--- config.mk ---
export PLATFORM = sky130hd
export DESIGN_NAME = key_wdog
export DESIGN_NICKNAME = d
export VERILOG_FILES = /design/src/rtl/key_wdog_pkg.sv /design/src/rtl/kw_sync_slot.sv /design/src/rtl/kw_regs.sv /design/src/rtl/kw_counter.sv /design/src/rtl/key_wdog.sv
export SDC_FILE = /design/constraint.sdc
export NUM_CORES = 1
export LEC_CHECK = 0
export CAP_MARGIN = 25
export CELL_PAD_IN_SITES_DETAIL_PLACEMENT = 2
export CELL_PAD_IN_SITES_GLOBAL_PLACEMENT = 2
export CORE_MARGIN = 2
export CORE_UTILIZATION = 33
export CTS_CLUSTER_SIZE = 25
export DETAILED_ROUTE_END_ITERATION = 7
export PLACE_DENSITY = 0.85
export RECOVER_POWER = 50
export SLEW_MARGIN = 20
export SYNTH_ARGS = -nofsm -noshare
export SYNTH_HDL_FRONTEND = slang
export SYNTH_SLANG_ARGS = --single-unit
--- constraint.sdc ---
create_clock -name clk -period 2.85 [get_ports clk]
set_clock_uncertainty 0.05 [all_clocks]
set_input_delay 0.285 -clock clk [delete_from_list [all_inputs] [get_ports clk]]
set_output_delay 0.285 -clock clk [all_outputs]
set_load 0.05 [all_outputs]
--- src/rtl/key_wdog_pkg.sv ---
package key_wdog_pkg;
    localparam int ADDR_W = 5;
    localparam int DATA_W = 16;

    localparam logic [ADDR_W-1:0] OFS_KEY    = 5'h00;
    localparam logic [ADDR_W-1:0] OFS_PRESC  = 5'h04;
    localparam logic [ADDR_W-1:0] OFS_RELOAD = 5'h08;
    localparam logic [ADDR_W-1:0] OFS_STATUS = 5'h0C;
    localparam logic [ADDR_W-1:0] OFS_WINDOW = 5'h10;

    localparam logic [DATA_W-1:0] KEY_REFRESH = 16'hAAAA;
    localparam logic [DATA_W-1:0] KEY_START   = 16'hCCCC;
    localparam logic [DATA_W-1:0] KEY_UNLOCK  = 16'h5555;
    localparam logic [DATA_W-1:0] KEY_LOCK    = 16'h0000;

    typedef enum logic {WD_IDLE, WD_RUN} wd_state_t;
    typedef enum logic {UPD_IDLE, UPD_WAIT} upd_state_t;
endpackage

--- src/rtl/kw_sync_slot.sv ---
module kw_sync_slot #(
    parameter int W        = 12,
    parameter int SYNC_CYC = 3,
    parameter logic [W-1:0] RST_VAL = '0
) (
    input  logic         clk,
    input  logic         rst_n,
    input  logic         wr,
    input  logic [W-1:0] wdata,
    output logic [W-1:0] shadow,
    output logic [W-1:0] applied,
    output logic         busy
);
    import key_wdog_pkg::*;

    localparam int CNT_W = $clog2(SYNC_CYC + 1);
    localparam logic [CNT_W-1:0] CNT_LOAD = CNT_W'(SYNC_CYC);

    upd_state_t state_q, state_d;
    logic [CNT_W-1:0] cnt_q;

    always_comb begin
        state_d = state_q;
        unique case (state_q)
            UPD_IDLE: if (wr) state_d = UPD_WAIT;
            UPD_WAIT: if (!wr && cnt_q == CNT_W'(1)) state_d = UPD_IDLE;
        endcase
    end

    always_ff @(posedge clk) begin
        if (!rst_n) state_q <= UPD_IDLE;
        else        state_q <= state_d;
    end

    always_ff @(posedge clk) begin
        if (!rst_n) begin
            cnt_q   <= '0;
            shadow  <= RST_VAL;
            applied <= RST_VAL;
        end else if (wr) begin
            cnt_q  <= CNT_LOAD;
            shadow <= wdata;
        end else if (state_q == UPD_WAIT) begin
            cnt_q <= cnt_q - CNT_W'(1);
            if (cnt_q == CNT_W'(1)) applied <= shadow;
        end
    end

    always_comb busy = (state_q == UPD_WAIT);

    // when the busy bit drops, the counter side holds the written value
    assert_applied_on_clear_R3: assert property (@(posedge clk) disable iff (!rst_n)
        $fell(busy) |-> applied == shadow);
endmodule

--- src/rtl/kw_regs.sv ---
module kw_regs #(
    parameter int RLD_W    = 12,
    parameter int PR_W     = 3,
    parameter int SYNC_CYC = 3
) (
    input  logic                              clk,
    input  logic                              rst_n,
    input  logic                              bus_we,
    input  logic [key_wdog_pkg::ADDR_W-1:0]   bus_addr,
    input  logic [key_wdog_pkg::DATA_W-1:0]   bus_wdata,
    output logic [key_wdog_pkg::DATA_W-1:0]   bus_rdata,
    output logic                              start_o,
    output logic                              refresh_o,
    output logic [PR_W-1:0]                   pr_code_o,
    output logic [RLD_W-1:0]                  reload_o
);
    import key_wdog_pkg::*;

    logic             unlock_q;
    logic [RLD_W-1:0] window_q;
    logic             key_wr, pr_wr, rl_wr, win_wr;
    logic [PR_W-1:0]  pr_shadow;
    logic [RLD_W-1:0] rl_shadow;
    logic             pr_busy, rl_busy;

    always_comb begin
        key_wr    = bus_we && bus_addr == OFS_KEY;
        pr_wr     = bus_we && bus_addr == OFS_PRESC  && unlock_q;
        rl_wr     = bus_we && bus_addr == OFS_RELOAD && unlock_q;
        win_wr    = bus_we && bus_addr == OFS_WINDOW && unlock_q;
        start_o   = key_wr && bus_wdata == KEY_START;
        refresh_o = key_wr && bus_wdata == KEY_REFRESH;
    end

    always_ff @(posedge clk) begin
        if (!rst_n) begin
            unlock_q <= 1'b0;
            window_q <= {RLD_W{1'b1}};
        end else begin
            if (key_wr) begin
                case (bus_wdata)
                    KEY_UNLOCK: unlock_q <= 1'b1;
                    KEY_LOCK:   unlock_q <= 1'b0;
                    default:    unlock_q <= unlock_q;
                endcase
            end
            if (win_wr) window_q <= bus_wdata[RLD_W-1:0];
        end
    end

    kw_sync_slot #(.W(PR_W), .SYNC_CYC(SYNC_CYC), .RST_VAL('0)) u_pr (
        .clk(clk), .rst_n(rst_n), .wr(pr_wr), .wdata(bus_wdata[PR_W-1:0]),
        .shadow(pr_shadow), .applied(pr_code_o), .busy(pr_busy));

    kw_sync_slot #(.W(RLD_W), .SYNC_CYC(SYNC_CYC), .RST_VAL({RLD_W{1'b1}})) u_rl (
        .clk(clk), .rst_n(rst_n), .wr(rl_wr), .wdata(bus_wdata[RLD_W-1:0]),
        .shadow(rl_shadow), .applied(reload_o), .busy(rl_busy));

    always_comb begin
        unique case (bus_addr)
            OFS_PRESC:  bus_rdata = {{(DATA_W-PR_W){1'b0}}, pr_shadow};
            OFS_RELOAD: bus_rdata = {{(DATA_W-RLD_W){1'b0}}, rl_shadow};
            OFS_STATUS: bus_rdata = {{(DATA_W-2){1'b0}}, rl_busy, pr_busy};
            OFS_WINDOW: bus_rdata = {{(DATA_W-RLD_W){1'b0}}, window_q};
            default:    bus_rdata = '0;
        endcase
    end

    // a locked write to a configuration register leaves it untouched
    assert_locked_presc_R2: assert property (@(posedge clk) disable iff (!rst_n)
        (bus_we && bus_addr == OFS_PRESC && !unlock_q) |=> $stable(pr_shadow));
    assert_locked_reload_R2: assert property (@(posedge clk) disable iff (!rst_n)
        (bus_we && bus_addr == OFS_RELOAD && !unlock_q) |=> $stable(rl_shadow));
endmodule

--- src/rtl/kw_counter.sv ---
module kw_counter #(
    parameter int RLD_W    = 12,
    parameter int PR_W     = 3,
    parameter int MAX_CODE = 6
) (
    input  logic             clk,
    input  logic             rst_n,
    input  logic             start,
    input  logic             refresh,
    input  logic [PR_W-1:0]  pr_code,
    input  logic [RLD_W-1:0] reload,
    output logic             rst_o
);
    import key_wdog_pkg::*;

    localparam int DIV_W = MAX_CODE + 3;
    localparam logic [PR_W-1:0] CODE_CAP = PR_W'(MAX_CODE);

    wd_state_t state_q, state_d;
    logic [DIV_W-1:0] psc_q, div_m1;
    logic [PR_W-1:0]  eff_code;
    logic [RLD_W-1:0] count_q;
    logic             pulse_q;

    always_comb begin
        eff_code = (pr_code > CODE_CAP) ? CODE_CAP : pr_code;
        div_m1   = (DIV_W'(4) << eff_code) - DIV_W'(1);
    end

    always_comb begin
        state_d = state_q;
        unique case (state_q)
            WD_IDLE: if (start) state_d = WD_RUN;
            WD_RUN:  state_d = WD_RUN;
        endcase
    end

    always_ff @(posedge clk) begin
        if (!rst_n) state_q <= WD_IDLE;
        else        state_q <= state_d;
    end

    always_ff @(posedge clk) begin
        if (!rst_n) begin
            psc_q   <= '0;
            count_q <= {RLD_W{1'b1}};
            pulse_q <= 1'b0;
        end else begin
            pulse_q <= 1'b0;
            if (start || refresh) begin
                psc_q   <= '0;
                count_q <= reload;
            end else if (state_q == WD_RUN) begin
                if (psc_q >= div_m1) begin
                    psc_q <= '0;
                    if (count_q == '0) begin
                        count_q <= reload;
                        pulse_q <= 1'b1;
                    end else begin
                        count_q <= count_q - RLD_W'(1);
                    end
                end else begin
                    psc_q <= psc_q + DIV_W'(1);
                end
            end
        end
    end

    always_comb rst_o = pulse_q;

    // the reset request lasts a single cycle
    assert_pulse_single_R4: assert property (@(posedge clk) disable iff (!rst_n)
        rst_o |=> !rst_o);
    // no reset request before the watchdog has been started
    assert_idle_quiet_R1: assert property (@(posedge clk) disable iff (!rst_n)
        (state_q == WD_IDLE) |-> !rst_o);
    // the running state never ends
    assert_run_sticky_R7: assert property (@(posedge clk) disable iff (!rst_n)
        (state_q == WD_RUN) |=> (state_q == WD_RUN));
endmodule

--- src/rtl/key_wdog.sv ---
module key_wdog #(
    parameter int MAX_DIV  = 256,
    parameter int SYNC_CYC = 3,
    parameter int RLD_W    = 12
) (
    input  logic        clk,
    input  logic        rst_n,
    input  logic        bus_we,
    input  logic [4:0]  bus_addr,
    input  logic [15:0] bus_wdata,
    output logic [15:0] bus_rdata,
    output logic        rst_o
);
    localparam int MAX_CODE = $clog2(MAX_DIV) - 2;
    localparam int PR_W     = $clog2(MAX_CODE + 1);

    logic             start_k, refresh_k;
    logic [PR_W-1:0]  pr_code;
    logic [RLD_W-1:0] reload_v;

    kw_regs #(.RLD_W(RLD_W), .PR_W(PR_W), .SYNC_CYC(SYNC_CYC)) u_regs (
        .clk(clk), .rst_n(rst_n), .bus_we(bus_we), .bus_addr(bus_addr),
        .bus_wdata(bus_wdata), .bus_rdata(bus_rdata), .start_o(start_k),
        .refresh_o(refresh_k), .pr_code_o(pr_code), .reload_o(reload_v));

    kw_counter #(.RLD_W(RLD_W), .PR_W(PR_W), .MAX_CODE(MAX_CODE)) u_cnt (
        .clk(clk), .rst_n(rst_n), .start(start_k), .refresh(refresh_k),
        .pr_code(pr_code), .reload(reload_v), .rst_o(rst_o));
endmodule

==> results of run 1 <==
-- through the flow --
step	total power, W	setup WS (ps)	cells	utilization	hold slack, ps
3_5_place_dp	0.001174	213.5	594	0.4014	412.9
6_report	0.002027	167.2	609	0.4199	432.8
5_1_grt	0.002102	53.30	609	0.4199	459.4
2_1_floorplan	0.001093	565.0	435	-	359.0
4_1_cts	0.002044	204.3	609	0.4210	435.9
3_3_place_gp	0.001171	309.0	594	0.4014	400.8
-- path summary, 6_finish.rpt --
check | start | to | cells after the start
min reg2reg | u_regs.u_rl.applied[5]$_SDFFE_PN1P_ | u_regs.u_rl.applied[5]$_SDFFE_PN1P_ | 2
max | bus_addr[0] | bus_rdata[2] | 7
max reg2reg | u_regs.u_pr.applied[2]$_SDFFE_PN0P_ | u_cnt.count_q[10]$_SDFFE_PN1P_ | 9
min | u_regs.u_rl.applied[5]$_SDFFE_PN1P_ | u_regs.u_rl.applied[5]$_SDFFE_PN1P_ | 2
-- registers in the layout (all words and copies together) (netlist names) --
register             flops
u_regs.u_rl.cnt_q        2
u_regs.window_q         12
u_regs.u_rl.busy         1
u_cnt.state_q            1
u_regs.unlock_q          1
u_cnt.psc_q              9
u_regs.u_pr.busy         1
u_cnt.rst_o              1
u_regs.u_pr.cnt_q        2
u_cnt.count_q           12
u_regs.u_pr.applied      3
u_regs.u_rl.applied     12
u_regs.u_rl.shadow      12
u_regs.u_pr.shadow       3
-- kinds of logic after synthesis --
logic type               count (synthesis)  share of synthesized area
AO/OA/AOI/OAI                           80                     0.1667
XOR/XNOR                                 9                    0.02263
adder cells (fa/ha/maj)                 11                    0.03951
buffers and inverters                   36                    0.04562
flip-flops                              72                     0.4138
multiplexers                             8                    0.02299
other                                    1                   0.001077
AND/OR/NAND/NOR                        215                     0.2877
-- cell type report --
| type | instances | area, sq um |
|---|---|---|
| fill | 1171 | 5962 |
| inverter | 9 | 33.78 |
| tap | 136 | 170.2 |
| timing repair buffer | 50 | 574.3 |
| clock buffer | 11 | 131.4 |
| sequential | 72 | 1441 |
| multi-input combinational | 327 | 1894 |
| clock inverter | 4 | 70.07 |
-- cells in the final DEF (no fill, tap or decap), types with 4 or more instances in the layout --
cell type	n
buf_12	12
clkbuf_8	9
nand3_1	43
o211ai_1	4
nand2b_1	4
ha_1	11
xor2_1	6
conb_1	4
o21ai_0	9
dlygate4sd3_1	4
a21o_1	4
a22oi_1	6
and3_1	8
buf_4	11
inv_1	9
clkdlybuf4s50_1	20
a22o_1	9
a21oi_1	22
nor3_1	5
nor2_1	37
mux2i_1	8
nand2_1	91
dfxtp_1	72
or4_1	4
clkbuf_1	5
nand4_1	9
-- per-layer routing --
layer,vias up,part of all wire,track usage
met5,-,0,0
met4,0,0.017,0.07792
met3,18,0.029,0.04255
met2,77,0.51,0.3935
met1,1677,0.44,0.2682
li1,1596,-,-
-- worst reg2reg max path, stage by stage, from the launching register on --
cell and delay [ps]:
dfxtp_1 450, o21ai_0 160, ha_1 340, a21o_1 190, a211o_1 300, nand2_1 110
and2_1 350, buf_4 200, a2111oi_0 60, o32a_1 310
-- where the power goes --
group	internal (W)	switching, W	total (W)
sequential	0.00100	0.0000000000590	0.00100
clock	0.000487	0.000390	0.000876
combinational	0.0000619	0.0000844	0.000146
total	0.00155	0.000474	0.00203
==> flow_summary.json, run 1 <==
{
  "drv_slew": 0,
  "hpwlAfterDp_mm": 8.414,
  "nets": 504,
  "tightest_slew_ps": 776.9,
  "placed_area_sq_um": 4125,
  "core_area_sq_um": 10280,
  "finalCritPeriodShare": 0.9413,
  "synth_edf_count": 0,
  "drcViolationCount": 0,
  "synth.area.top_cells": "dfxtp_1, nand2_1, nand3_1, nor2_1, ha_1",
  "cts-htree-levels": 3,
  "maxCapViolations": 0,
  "netlist.area_leader.share": 0.4138,
  "syn_inst": 432,
  "num_rows": 37,
  "synth_cell_type_count": 51,
  "routed_wl_mm": 11.84,
  "max_freq_ghz": 0.3727,
  "dr.pass1.iters": 4,
  "tritoncts": "yes",
  "cts.clk_slew.worst_paths_ps": 80,
  "yosys-top-cells-count": "nand2_1, dfxtp_1, nand3_1, nor2_1, a21oi_1",
  "async_flop_share": 0,
  "cts_setup_buffers": 0,
  "die_x_um": 106.7,
  "synth_flop_cell": "dfxtp_1",
  "p_leak_nw": 1.780,
  "timing.critical_path.buf_inv": 3,
  "gp_congestion": 0.8607,
  "clkSinkCount": 72,
  "grt_max_degree": 30,
  "area_delta_synth_final_pct": 23.89,
  "grt_pass1_wl_mm": 19.88,
  "vias": 3368,
  "grtUsageTotal": 0.2224,
  "ir_worst_vdd_mv": 0.2052,
  "yosysTopAreaCell": "dfxtp_1",
  "cp_cell_sequence": "dlygate4sd3_1 > nor2_1 > and3_1 > clkbuf_1 > a22oi_1 > nand2_1 > buf_12",
  "clockBufferDepth": 2,
  "cpPeakStageDelay_ps": 590,
  "ys_ff_latch": 72,
  "synth_warnings": 0,
  "clock-root-buffer": "clkbuf_8",
  "hold_viol_final": 0,
  "slew_headroom": 0.4821,
  "antenna_cells": 0,
  "timing.critical_path.from_type": "primary input",
  "avgViaCountPerCell": 5.530,
  "yosysMostFrequentCell": "nand2_1",
  "clkLatencyLatePin_ps": 350,
  "io_buffers": 36,
  "min_path_type": "flop to flop",
  "required_ps": 2520,
  "ctsHoldBuffers": 0,
  "antenna_found_initial": 0,
  "synthesis.area_sq_um": 3483,
  "run_status": "complete, no violations",
  "cts_resized": 0,
  "die_h_um": 106.7,
  "setup_tns_ps": 0,
  "grt-ovfl-total": 0,
  "drive_above_1_share": 0.09091,
  "cp_max_fo": 14,
  "postSynthAreaPerCell_sq_um": 8.063,
  "drtAntennaViolNets": 0,
  "crit_path_top_delay_cell": "clkbuf_1",
  "grt_pass1_vias": 3823,
  "seq_area_frac_synth": 0.4138,
  "drtIter0Drc": 120,
  "critPathArrivalTime_ps": 2350,
  "setup_viol": 0,
  "cpLargestDelayFamily": "buffers and inverters",
  "min_period_ps": 2683,
  "cts_buffers": 9,
  "start_util": 0.3389,
  "post_drt_wl_per_cell_um": 19.44,
  "rsz0062_at_grt": "no",
  "timing.reg2reg.setup_slack_ps": 220,
  "die_area_sq_um": 11390,
  "endpoint_kind": "output port",
  "powerDensity_nw_per_um2": 469.8,
  "boundaryPins": 41,
  "critPathKind": "primary input to output port",
  "finalInstanceArea_sq_um": 4315
}
Note: power is estimated with default switching activity, not from simulation.
==> run 2: changes to the inputs <==
- CORE_MARGIN: 2 -> unset
==> run 2 against run 1 <==
- global-route usage decreased by 0.13 points
- setup slack gained 150 ps
- cell count unchanged
- die area decreased by 3.7%
==> flow_summary.json, run 2 (synthesis results as in run 1) <==
{
  "run_status": "complete, no violations",
  "grtUsageTotal": 0.2211,
  "cts.clk_slew.worst_paths_ps": 80,
  "antenna_found_initial": 0,
  "min_period_ps": 2533,
  "die_h_um": 104.7,
  "clock-root-buffer": "clkbuf_8",
  "critPathArrivalTime_ps": 2730,
  "tritoncts": "yes",
  "die_area_sq_um": 10970,
  "area_delta_synth_final_pct": 22.34,
  "drive_above_1_share": 0.08879,
  "cts_resized": 0,
  "clkLatencyLatePin_ps": 350,
  "p_leak_nw": 1.759,
  "setup_viol": 0,
  "dp.cells": 593,
  "vias": 3344,
  "drtAntennaViolNets": 0,
  "totalPowerFinal_w": 0.001934,
  "gp_congestion": 0.8266,
  "io_buffers": 36,
  "dr.pass1.iters": 4,
  "required_ps": 3040,
  "tightest_slew_ps": 606.3,
  "routed.top_layer": "met4",
  "layout_commonest_cell": "nand2_1",
  "cp_max_fo": 7,
  "num_rows": 37,
  "cts-htree-levels": 3,
  "drcViolationCount": 0,
  "slew_headroom": 0.5975,
  "hold_viol_final": 0,
  "grt_pass1_vias": 3555,
  "die_x_um": 104.7,
  "powerDensity_nw_per_um2": 453.9,
  "post_drt_wl_per_cell_um": 18.98,
  "clockBufferDepth": 2,
  "setup_tns_ps": 0,
  "fillers": 1169,
  "nets": 503,
  "hpwlAfterDp_mm": 8.502,
  "finalCritPeriodShare": 0.8889,
  "dr_wl_met2_mm": 5.924,
  "max_freq_ghz": 0.3948,
  "min_path_type": "flop to flop",
  "critPathKind": "flop to flop",
  "rsz0062_at_grt": "no",
  "drtIter0Drc": 95,
  "avgViaCountPerCell": 5.491,
  "core_area_sq_um": 10280,
  "final_cell_mix": "nand2_1, dfxtp_1, nand3_1",
  "ctsHoldBuffers": 0,
  "timing.critical_path.from_type": "flop",
  "endpoint_kind": "flop",
  "maxCapViolations": 0,
  "ir_worst_vdd_mv": 0.1920,
  "grt-ovfl-total": 0,
  "hold_ws_ps": 429.8,
  "wl_met1_mm": 5.130,
  "wl_met3_um": 358,
  "start_util": 0.3389,
  "finalNonFillerCells": 609,
  "routed_wl_mm": 11.56,
  "clkSinkCount": 72,
  "antenna_cells": 0,
  "grt_max_degree": 37,
  "cts_setup_buffers": 0,
  "boundaryPins": 41,
  "drv_slew": 0,
  "grt_pass1_wl_mm": 18.84,
  "cts_buffers": 9
}
-- run 2: critical path, cell delays in order, from the launching register on --
cell and delay (ps):
dfxtp_1 440, o21ai_0 150, ha_1 330, a21o_1 190, a211o_1 310, nand2_1 110
and2_1 290, buf_4 210, a21oi_1 60, o32a_1 280
-- run 2: worst paths after layout --
| kind | cells after the start | startpoint | endpoint | slack (ps) |
|---|---|---|---|---|
| setup reg to reg | 9 | u_regs.u_pr.applied[2]$_SDFFE_PN0P_ | u_cnt.count_q[6]$_SDFFE_PN1P_ | 320 |
| setup / recovery | 9 | u_regs.u_pr.applied[2]$_SDFFE_PN0P_ | u_cnt.count_q[6]$_SDFFE_PN1P_ | 320 |
| hold / removal | 2 | u_regs.window_q[9]$_SDFFE_PN1P_ | u_regs.window_q[9]$_SDFFE_PN1P_ | 430 |
| hold reg to reg | 2 | u_regs.window_q[9]$_SDFFE_PN1P_ | u_regs.window_q[9]$_SDFFE_PN1P_ | 430 |
-- run 2: per-stage QoR --
step	setup WS [ps]	utilization	cell area, sq um
floorplan	565.0	-	3495
finish	316.8	0.4147	4262
detailed placement	170.4	0.4007	4118
global route	169.9	0.4147	4262
global placement	308.5	0.4007	4118
CTS	297.7	0.4182	4298
-- run 2: final cells by class --
type | instances | area (sq um) | share of cell area
Multi-Input combinational cell | 327 | 1894 | 0.4445
Sequential cell | 72 | 1441 | 0.3382
Clock buffer | 12 | 135.1 | 0.03171
Inverter | 9 | 33.78 | 0.007927
Timing Repair Buffer | 49 | 541.8 | 0.1271
Clock inverter | 4 | 45.04 | 0.01057
Tap cell | 136 | 170.2 | 0.03993
-- run 2: power breakdown --
group,switching [W],internal [W]
Sequential,0.0000000000652,0.00100
Clock,0.000388,0.000401
Combinational,0.0000818,0.0000578
-- run 2: layer usage --
metal,vias up,global-route usage
li1,1606,-
met1,1656,0.2647
met2,67,0.3988
met3,15,0.04055
met4,0,0.06740
met5,-,0
